`src/rtl/lcdh_pkg.sv`:
```
package lcdh_pkg;

    localparam int SEG_N   = 7;
    localparam int DIG_N   = 3;
    localparam int LINE_N  = SEG_N * DIG_N + 2;
    localparam int BCD_IN  = 16;
    localparam int BCD_DIG = 4;

    typedef logic [SEG_N-1:0] seg7_t;
    typedef logic [3:0]       bcd_t;

    // Lit pattern for the whole panel; packed so neg is the top line.
    typedef struct packed {
        logic                   neg;
        logic                   one;
        seg7_t [DIG_N-1:0]      dig;   // [2] hundreds, [1] tens, [0] units
    } lit_t;

    // Seven-segment pattern, bit 0 = a .. bit 6 = g.
    function automatic seg7_t seg7_of(input bcd_t d);
        seg7_t s;
        case (d)
            4'd0:    s = 7'b011_1111;
            4'd1:    s = 7'b000_0110;
            4'd2:    s = 7'b101_1011;
            4'd3:    s = 7'b100_1111;
            4'd4:    s = 7'b110_0110;
            4'd5:    s = 7'b110_1101;
            4'd6:    s = 7'b111_1101;
            4'd7:    s = 7'b000_0111;
            4'd8:    s = 7'b111_1111;
            4'd9:    s = 7'b110_1111;
            default: s = 7'b000_0000;
        endcase
        return s;
    endfunction

    // Shift-and-add-3 binary to decimal conversion, four decimal digits.
    function automatic logic [4*BCD_DIG-1:0] bin_to_bcd(input logic [BCD_IN-1:0] v);
        logic [4*BCD_DIG-1:0] acc;
        acc = '0;
        for (int i = BCD_IN - 1; i >= 0; i--) begin
            for (int k = 0; k < BCD_DIG; k++) begin
                if (acc[4*k +: 4] >= 4'd5)
                    acc[4*k +: 4] = acc[4*k +: 4] + 4'd3;
            end
            acc = {acc[4*BCD_DIG-2:0], v[i]};
        end
        return acc;
    endfunction

endpackage

```
`src/rtl/lcdh_bp_gen.sv`:
```
module lcdh_bp_gen #(
    parameter int HALF_CYC = 4
) (
    input  logic clk,
    input  logic rst,
    output logic bp
);
    localparam int CNT_W = (HALF_CYC > 1) ? $clog2(HALF_CYC) : 1;
    localparam logic [CNT_W-1:0] LAST = CNT_W'(HALF_CYC - 1);

    logic [CNT_W-1:0] cnt;

    always_ff @(posedge clk) begin
        if (rst) begin
            cnt <= '0;
            bp  <= 1'b0;
        end else if (cnt == LAST) begin
            cnt <= '0;
            bp  <= ~bp;
        end else begin
            cnt <= cnt + 1'b1;
        end
    end
endmodule

```
`src/rtl/lcdh_result_latch.sv`:
```
module lcdh_result_latch
    import lcdh_pkg::*;
#(
    parameter int MAG_W     = 11,
    parameter int MAX_COUNT = 1999
) (
    input  logic             clk,
    input  logic             rst,
    input  logic             valid,
    input  logic             neg,
    input  logic [MAG_W-1:0] mag,
    output lit_t             disp
);
    localparam logic [MAG_W-1:0] MAX_V   = MAG_W'(MAX_COUNT);
    localparam logic [MAG_W-1:0] TEN_V   = MAG_W'(10);
    localparam logic [MAG_W-1:0] HUND_V  = MAG_W'(100);

    logic [4*BCD_DIG-1:0] bcd;
    logic                 over;
    lit_t                 nxt;

    always_comb begin
        bcd  = bin_to_bcd(BCD_IN'(mag));
        over = (mag > MAX_V);
        nxt.neg = neg;
        if (over) begin
            nxt.one = 1'b1;
            nxt.dig = '0;
        end else begin
            nxt.one    = (bcd[15:12] == 4'd1);
            nxt.dig[0] = seg7_of(bcd[3:0]);
            nxt.dig[1] = (mag >= TEN_V)  ? seg7_of(bcd[7:4])  : '0;
            nxt.dig[2] = (mag >= HUND_V) ? seg7_of(bcd[11:8]) : '0;
        end
    end

    always_ff @(posedge clk) begin
        if (rst)
            disp <= '0;
        else if (valid)
            disp <= nxt;
    end
endmodule

```
`src/rtl/lcdh_seg_drive.sv`:
```
module lcdh_seg_drive #(
    parameter int N = 23
) (
    input  logic         bp,
    input  logic         lamp,
    input  logic [N-1:0] lit,
    output logic [N-1:0] drv
);
    for (genvar i = 0; i < N; i++) begin : g_line
        assign drv[i] = (lit[i] | lamp) ? ~bp : bp;
    end
endmodule

```
`src/rtl/lcdh_drv.sv`:
```
module lcdh_drv
    import lcdh_pkg::*;
#(
    parameter int MAG_W     = 11,
    parameter int MAX_COUNT = 1999,
    parameter int HALF_CYC  = 4
) (
    input  logic             clk,
    input  logic             rst,
    input  logic             res_valid,
    input  logic             res_neg,
    input  logic [MAG_W-1:0] res_mag,
    input  logic             lamp_test,
    output logic             bp_out,
    output logic [6:0]       seg_units,
    output logic [6:0]       seg_tens,
    output logic [6:0]       seg_hund,
    output logic             seg_one,
    output logic             seg_minus
);
    lit_t              disp;
    logic [LINE_N-1:0] drv;

    lcdh_bp_gen #(.HALF_CYC(HALF_CYC)) u_bp (
        .clk (clk),
        .rst (rst),
        .bp  (bp_out)
    );

    lcdh_result_latch #(.MAG_W(MAG_W), .MAX_COUNT(MAX_COUNT)) u_lat (
        .clk   (clk),
        .rst   (rst),
        .valid (res_valid),
        .neg   (res_neg),
        .mag   (res_mag),
        .disp  (disp)
    );

    lcdh_seg_drive #(.N(LINE_N)) u_drv (
        .bp   (bp_out),
        .lamp (lamp_test),
        .lit  (disp),
        .drv  (drv)
    );

    assign seg_units = drv[6:0];
    assign seg_tens  = drv[13:7];
    assign seg_hund  = drv[20:14];
    assign seg_one   = drv[21];
    assign seg_minus = drv[22];
endmodule

```
`config.mk`:
```
export PLATFORM = sky130hd
export DESIGN_NAME = lcdh_drv
export DESIGN_NICKNAME = d
export VERILOG_FILES = /design/src/rtl/lcdh_pkg.sv /design/src/rtl/lcdh_bp_gen.sv /design/src/rtl/lcdh_result_latch.sv /design/src/rtl/lcdh_seg_drive.sv /design/src/rtl/lcdh_drv.sv
export SDC_FILE = /design/constraint.sdc
export NUM_CORES = 1
export LEC_CHECK = 0
export BUFFER_PORTS_ARGS = -buffer_cell sky130_fd_sc_hd__buf_2
export CAP_MARGIN = 20
export CORE_MARGIN = 2
export CORE_UTILIZATION = 30
export DETAILED_ROUTE_END_ITERATION = 10
export RECOVER_POWER = 25
export SKIP_LAST_GASP = 1
export SLEW_MARGIN = 10
export SYNTH_ARGS = -nofsm -noshare
export SYNTH_HDL_FRONTEND = slang
export SYNTH_HIERARCHICAL = 1
export SYNTH_SLANG_ARGS = --single-unit
```
`constraint.sdc`:
```
create_clock -name clk -period 26 [get_ports clk]
set_input_delay 5.2 -clock clk [delete_from_list [all_inputs] [get_ports clk]]
set_output_delay 5.2 -clock clk [all_outputs]
set_load 0.1 [all_outputs]
```
==> results.md, run 1 <==
* Skew-Pair Late Insertion Delay at approximately 0.26 ns
* Grt ovf at 0
* Initial antenna violation count at 0
* Fraction of layout cells with a size suffix above 1 at between 10 and 15%
* Met2 Wirelength at between 5000 and 6000 um
* DP Wirelength at 8956 um
* Relative max-transition margin at ~23%
* Final clock skew at about 0.00028 ns
* CP most frequent cell: ha_1
* Avg WL per Cell at 14.57 um
* Sw Pwr at 0.3800 mW
* Fin area at 4876 um^2
* TNS Setup at 0 ns
* Flop2flop setup slack at 24.99 ns
* Number of buffers and inverters on the critical path at 8
* Cts repair resizes at 0
* Library cells used by synthesis at 95
* Least-Margin Pin Slew at between 1 and 1.5 ns
* Nets at 666
* Die Footprint at between 15000 and 20000 um^2
* Maximum clock rate at 75.16 MHz
* DRT iter0 DRCs at between 400 and 500
* Hold EP: u_bp/cnt[0]
* Site Rows at 44
* Area delta synth->final at 8.160%
* Ys Warns at 6
* Final period utilization at approximately 50%
* Worst min-delay path category: flop to flop
* Syn Nets at 649
* Max Fanout on Critical Path at 11
* Startpoint Class: input pin
* Origin of the worst min-delay path: u_bp/cnt[0]
* Clock slew at reported path FFs at roughly 0.07 ns
* Critical path endpoint category: flop
* Post-synth top flop: dfxtp_1
* Placed Area at 4782 um^2
* Reg2reg start: u_bp/bp
* H-tree depth at 1
* Maximum VDD drop at around 0.000053 V
* Initial Util at between 30 and 40%
* Final Critical Period at 13.31 ns
* ANT nets after route at 0
* Final setup vio count at 0
* Family with the most delay on the worst path: compound AO/OA/AOI/OAI gates
* Worst Hold Path Cells at 1
* Num CTS Buffers at 3
* P_int at 0.3029 mW
* First-pass GRT wire length at ~20000 um
* Vias at 4609
* Combinational power share at between 80% and 90%
* Max Cap Viol at 0
* DR WL met3 at roughly 550 um
* RR Endpoint: u_bp/bp
* Seq pwr share at ~8%
* Antenna Cells at 0
* Clock root cell: clkbuf_16
* Placement Setup Slack at ~13 ns
* WL final at approximately 12000 um
* Tot GR Track Use at approximately 14%
* Residual DRC count at 0
* Part of the power in the clock network at between 6 and 7%
* Number of global-route vias before repair at ~4200
* Die width at ~130 um
* R2r worst-path depth at 3
* Core ar. at roughly 15000 um^2
* TritonCTS clock tree: built
* Tot Pwr at between 0.6 and 0.7 mW
* Ports at 40
* Post-synthesis instance area at about 4500 um^2
* Outcome: finished clean
* CP max-delay cell: o41ai_1
* Die height at 126.6 um
* Arrival time at the worst endpoint at 13.39 ns
* Clock buffer depth at 2
* Worst setup margin at about 13 ns
* Final Max Tran Viols at 0
* Pre-Repair DR Iteration Count at 5
* Largest net degree at the start of global routing at 27
* # hold bufs at CTS at 0
* Switching share of power at a little under three fifths
* Vias per cell at around 5.7
* Mean post-synth cell area at between 7 and 8 um^2
* Sequential fraction of the synthesis area at between 10 and 15%
* Sinks on Clock Net at 26
* EDFF count, synth at 0
* Pwr/cell area at 140.0 nW/um^2
* Worst Setup Path Type: input pin to flop
* Post-CTS Setup Bufs at 0
* Post-synth ARST share at 0%
* Mapped Cells at between 600 and 700
* Post-synthesis register bit count at 26
* CP peak stage delay at roughly 0.62 ns
* Top layer reached by signal wires: met4
* RD Place Congestion at about 0.85
* Req. time, crit path at approximately 26 ns
* Fin Hold WS at around 0.43 ns
* Final Hold Viols at 0
* Met1 wire length at roughly 5700 um
* Port bufs at 39
* P_leak at ~1.9 nW
* RSZ-0062 raised after global routing: false
[Yosys cell counts (all sizes together), types with 11 or more instances]
library cell | count | area share [%]
ha | 26 | 7.2
a31oi | 20 | 2.9
inv | 36 | 3.0
dfxtp | 26 | 12
o21ai | 32 | 3.9
a21oi | 33 | 3.8
nand3 | 17 | 1.9
nor2 | 76 | 6.5
o21a | 11 | 1.9
buf | 13 | 2.4
mux2i | 13 | 3.0
xnor2 | 31 | 6.4
clkbuf | 17 | 1.4
nor3 | 20 | 2.7
nand2 | 43 | 3.6
[sequential cells by signal, indices dropped and copies added (netlist names)]
signal / flops
u_bp/bp: 1
u_bp/cnt: 2
u_lat/disp: 23
[logic make-up after synthesis]
logic type      after synthesis  synth area share, %
mux                          23                5.801
simple gates                208                22.54
compound gates              222                38.88
buf+inv                      68                7.022
fa+ha+maj                    27                7.466
flops                        26                11.55
xor+xnor                     33                6.744
[how the worst max path moves through the flow]
| stage | startpoint | to | slack (ns) | depth (start not counted) |
|---|---|---|---|---|
| floorplan | res_mag[9] | u_lat/disp[10] | 13.46 | 36 |
| global placement | res_mag[9] | u_lat/disp[13] | 12.67 | 39 |
| detailed placement | res_mag[9] | u_lat/disp[15] | 12.61 | 35 |
| CTS | res_mag[9] | u_lat/disp[13] | 12.81 | 39 |
| global route | res_mag[9] | u_lat/disp[13] | 11.90 | 39 |
| finish | res_mag[9] | u_lat/disp[13] | 12.69 | 39 |
[power by group through the flow]
| stage | Clock [mW] | Sequential [mW] | Combinational, mW |
|---|---|---|---|
| 6_report | 0.0446 | 0.0556 | 0.583 |
| 5_1_grt | 0.0467 | 0.0571 | 0.644 |
| 4_1_cts | 0.0453 | 0.0556 | 0.582 |
| 3_5_place_dp | 0 | 0.0565 | 0.580 |
| 3_3_place_gp | 0 | 0.0565 | 0.580 |
| 2_1_floorplan | 0 | 0.0559 | 0.493 |
[layout by cell type, fill, tap and decap left out, types with 7 or more instances in the layout]
cell type | synthesis | layout
buf_2 | 4 | 30
nand3_1 | 17 | 17
nand2_1 | 43 | 43
or3_1 | 8 | 8
a31oi_1 | 19 | 19
nand2b_1 | 7 | 7
clkbuf_1 | 17 | 9
a211oi_1 | 8 | 8
o21ai_0 | 24 | 24
ha_1 | 26 | 26
o21a_1 | 10 | 10
xnor2_1 | 29 | 29
dfxtp_1 | 26 | 26
nor2_1 | 73 | 73
inv_1 | 33 | 33
nor3_1 | 17 | 17
mux2i_1 | 12 | 12
a21oi_1 | 31 | 31
[cell type report]
cell class                 count  area (um^2)
inverter                      38        142.6
multi-input combinational    513         3671
clock inverter                 1        30.03
sequential                    26        520.5
clock buffer                   3        75.07
fill                        1558         9713
timing repair buffer          42        206.4
tap                          184        230.2
[metrics by stage]
| step | utilization [%] | instances |
|---|---|---|
| 2_1_floorplan | - | 607 |
| 5_1_grt | 33.42 | 807 |
| 4_1_cts | 33.50 | 807 |
| 6_report | 33.42 | 807 |
| 3_3_place_gp | 32.78 | 803 |
| 3_5_place_dp | 32.78 | 803 |
[layer usage]
| metal | GRT usage [%] | vias up |
|---|---|---|
| met2 | 23.62 | 137 |
| met1 | 20.36 | 2122 |
| met4 | 3.491 | 0 |
| li1 | - | 2340 |
| met3 | 1.265 | 10 |
| met5 | 0 | - |
Note: power is estimated with default switching activity, not from simulation.
==> inputs of run 2 (changes only) <==
Settings changed: ABC_AREA set to 1.
Clock period 26 ns to 11.93 ns, I/O delays scaled along.
==> results.md, run 2 <==
* Outcome: finished, violations left
* Failing checks: capacitance limit, slew limit
* Final setup vio count at 0 (unchanged)
* Startpoint Class: input pin
* H-tree depth at 1 (unchanged)
* CP peak stage delay at 0.29 ns (-0.33 ns)
* Max FFs per register at 23 (unchanged)
* Flop2flop setup slack at 10.71 ns (-14.28 ns)
* Ys Warns at 6 (unchanged)
* Initial Util at 30.80% (-0.099 points)
* TritonCTS clock tree: built
* Biggest regs: u_lat/disp (23), u_bp/cnt (2), u_bp/bp (1)
* Fill count at 1287 (-17%)
* WL final at 7369 um (-37%)
* Placed Area at 3807 um^2 (-20%)
* Sinks on Clock Net at 26 (unchanged)
* Final Max Tran Viols at 47 (+47)
* Ports at 40 (unchanged)
* Top-count cell post-synth: nand2_1
* Least-Margin Pin Slew at 1.953 ns (+0.7925 ns)
* Most frequent cells in the layout: nand2_1 (217), inv_1 (60), nand3_1 (55), nor2_1 (33), buf_2 (30)
* Cts repair resizes at 0 (unchanged)
* Post-CTS Setup Bufs at 0 (unchanged)
* Pre-Repair DR Iteration Count at 4 (-1)
* # hold bufs at CTS at 0 (unchanged)
* Num CTS Buffers at 3 (unchanged)
* Non-filler cells, final at 771 (-4.5%)
* Arrival time at the worst endpoint at 8.48 ns (-4.91 ns)
* Final period utilization at 69.62%
* Mapped Cells at 598 (-1.5%)
* Maximum clock rate at about 120 MHz
* ANT nets after route at 0 (unchanged)
* Worst min-delay path category: flop to flop
* Post-synth ARST share at 0% (unchanged)
* DP Wirelength at 6124 um (-32%)
* Post-synth top flop: dfxtp_1
* First-pass GRT wire length at 13080 um (-35%)
* Sequential fraction of the synthesis area at 14.74% (+3.2 points)
* Core ar. at 11470 um^2 (-21%)
* RD Place Congestion at 0.8300 (-2.6%)
* Residual DRC count at 0 (unchanged)
* Grt ovf at 0 (unchanged)
* Commonest non-fill, non-tap cell in the layout: nand2_1
* Site Rows at 39 (-11%)
* RSZ-0062 raised after global routing: false
* Largest Register: u_lat/disp
* Origin of the worst min-delay path: u_bp/cnt[0]
* RR Endpoint: u_bp/bp
* EDFF count, synth at 0 (unchanged)
* Worst Setup Path Type: input pin to flop
* CP max-delay cell: ha_1
* Largest net degree at the start of global routing at 47 (+74%)
* TNS Setup at 0 ns (unchanged)
* Max Cap Viol at 1 (+1)
* Number of global-route vias before repair at 3011 (-28%)
* Final core occ at 34.02% (+0.60 points)
* Mean post-synth cell area at 5.907 um^2 (-20%)
* Placed Instances at 767 (-4.5%)
* Final Hold Viols at 0 (unchanged)
* Library cells used by synthesis at 38 (-60%)
* Number of buffers and inverters on the critical path at 11 (+3)
* Vias at 3515 (-24%)
* Post-synth top cells: nand2_1 (217), inv_1 (60), nand3_1 (55)
* Final Critical Period at 8.306 ns
* Synth area leaders: nand2_1 (23%), dfxtp_1 (15%), ha_1 (9.2%), nand3_1 (7.8%), inv_1 (6.4%)
* Die height at 112.5 um (-11%)
* Reg2reg start: u_bp/bp
* Antenna Cells at 0 (unchanged)
* Initial antenna violation count at 0 (unchanged)
* Family with the most delay on the worst path: simple AND/OR/NAND/NOR gates
* Clock slew at reported path FFs at 0.06 ns (about the same)
* Req. time, crit path at 12.10 ns (-13.99 ns)
* Hold EP: u_bp/cnt[0]
* Die Footprint at 12660 um^2 (-21%)
* Relative max-transition margin at -30.21% (-53 points)
* Port bufs at 39 (unchanged)
* Post-synth top area share at 23.06% (+12 points)
* CP most frequent cell: nand2_1
* Clock buffer depth at 2 (unchanged)
* Die width at 112.5 um (-11%)
* DRT iter0 DRCs at 183 (-61%)
* Post-synthesis instance area at 3532 um^2 (-22%)
* Fin area at 3901 um^2 (-20%)
* Final clock skew at 0.0003448 ns (+0.00006878 ns)
* Synth area leader: nand2_1
* Avg WL per Cell at 9.558 um (-34%)
* Skew-Pair Late Insertion Delay at 0.25 ns (about the same)
* Tot GR Track Use at 11.69% (-2.7 points)
* Fraction of layout cells with a size suffix above 1 at 19.11% (+4.2 points)
* Clock root cell: clkbuf_16
* Critical path endpoint category: flop
* R2r worst-path depth at 3 (unchanged)
* Worst Hold Path Cells at 1 (unchanged)
* Post-synthesis register bit count at 26 (unchanged)
* Nets at 671 (+0.75%)
* Syn Nets at 640 (-1.4%)
* Max Fanout on Critical Path at 5 (-6)
* Vias per cell at 4.559 (-20%)
* Area delta synth->final at 10.45%
run 2: changes by cell type in the layout (fill, tap and decap cells not counted), moves of 14 or more:
| cell | change |
|---|---|
| nand2_1 | +174 |
| nor2_1 | -40 |
| nand3_1 | +38 |
| xnor2_1 | -29 |
| inv_1 | +27 |
| nand2_2 | +27 |
| a31oi_1 | -19 |
| o21ai_0 | -19 |
| o21ai_1 | +16 |
| inv_2 | +15 |
| nor3_1 | -14 |
run 2: stage by stage:
step	hold WS [ns]	setup slack, ns
2_1_floorplan	0.3964	4.031
3_3_place_gp	0.4173	3.520
3_5_place_dp	0.4231	3.392
4_1_cts	0.4345	3.652
5_1_grt	0.4588	2.865
6_report	0.4355	3.624
run 2: layout make-up:
type                            instances  area, um^2  area share (%)
Multi-Input combinational cell        481        2620           67.16
Sequential cell                        26       520.5           13.34
Inverter                               78       292.8           7.505
Timing Repair Buffer                   39       183.9           4.715
Tap cell                              143       178.9           4.586
Clock buffer                            3       75.07           1.924
Clock inverter                          1       30.03          0.7697
run 2: worst max-delay path by stage:
stage / from / end / cells past startpoint
2_1_floorplan: res_mag[9] / u_lat/disp[10] / 53
3_3_place_gp: res_mag[9] / u_lat/disp[10] / 54
3_5_place_dp: res_mag[9] / u_lat/disp[10] / 54
4_1_cts: res_mag[9] / u_lat/disp[10] / 54
5_1_grt: res_mag[9] / u_lat/disp[10] / 54
6_report: res_mag[9] / u_lat/disp[10] / 54
run 2: per-layer routing:
| metal | wire length (um) | global-route usage (%) | vias to the layer above |
|---|---|---|---|
| met5 | 0 | 0 | - |
| met4 | 22 | 1.463 | 0 |
| met3 | 268 | 0.9719 | 2 |
| met2 | 3111 | 19.16 | 52 |
| met1 | 3967 | 17.20 | 1480 |
| li1 | - | - | 1981 |
run 2: worst reg2reg max path, delay by kind of cell (launching register included):
kind | cells | cell delay [ns]
AND/OR/NAND/NOR | 3 | 0.24
flip-flops | 1 | 0.88
run 2: cells by family (layout without fill, tap and decap cells):
family | after synthesis | in the layout | share of synthesized area, %
simple gates | 373 | 373 | 49.63
buf+inv | 91 | 121 | 11.09
compound gates | 75 | 75 | 12.86
fa+ha+maj | 26 | 26 | 9.210
flops | 26 | 26 | 14.74
xor+xnor | 7 | 7 | 2.480
Power of run 2 is left out: the tool's default activity adds up to more than one toggle a clock period on the data nets, which glitch-free logic cannot reach.
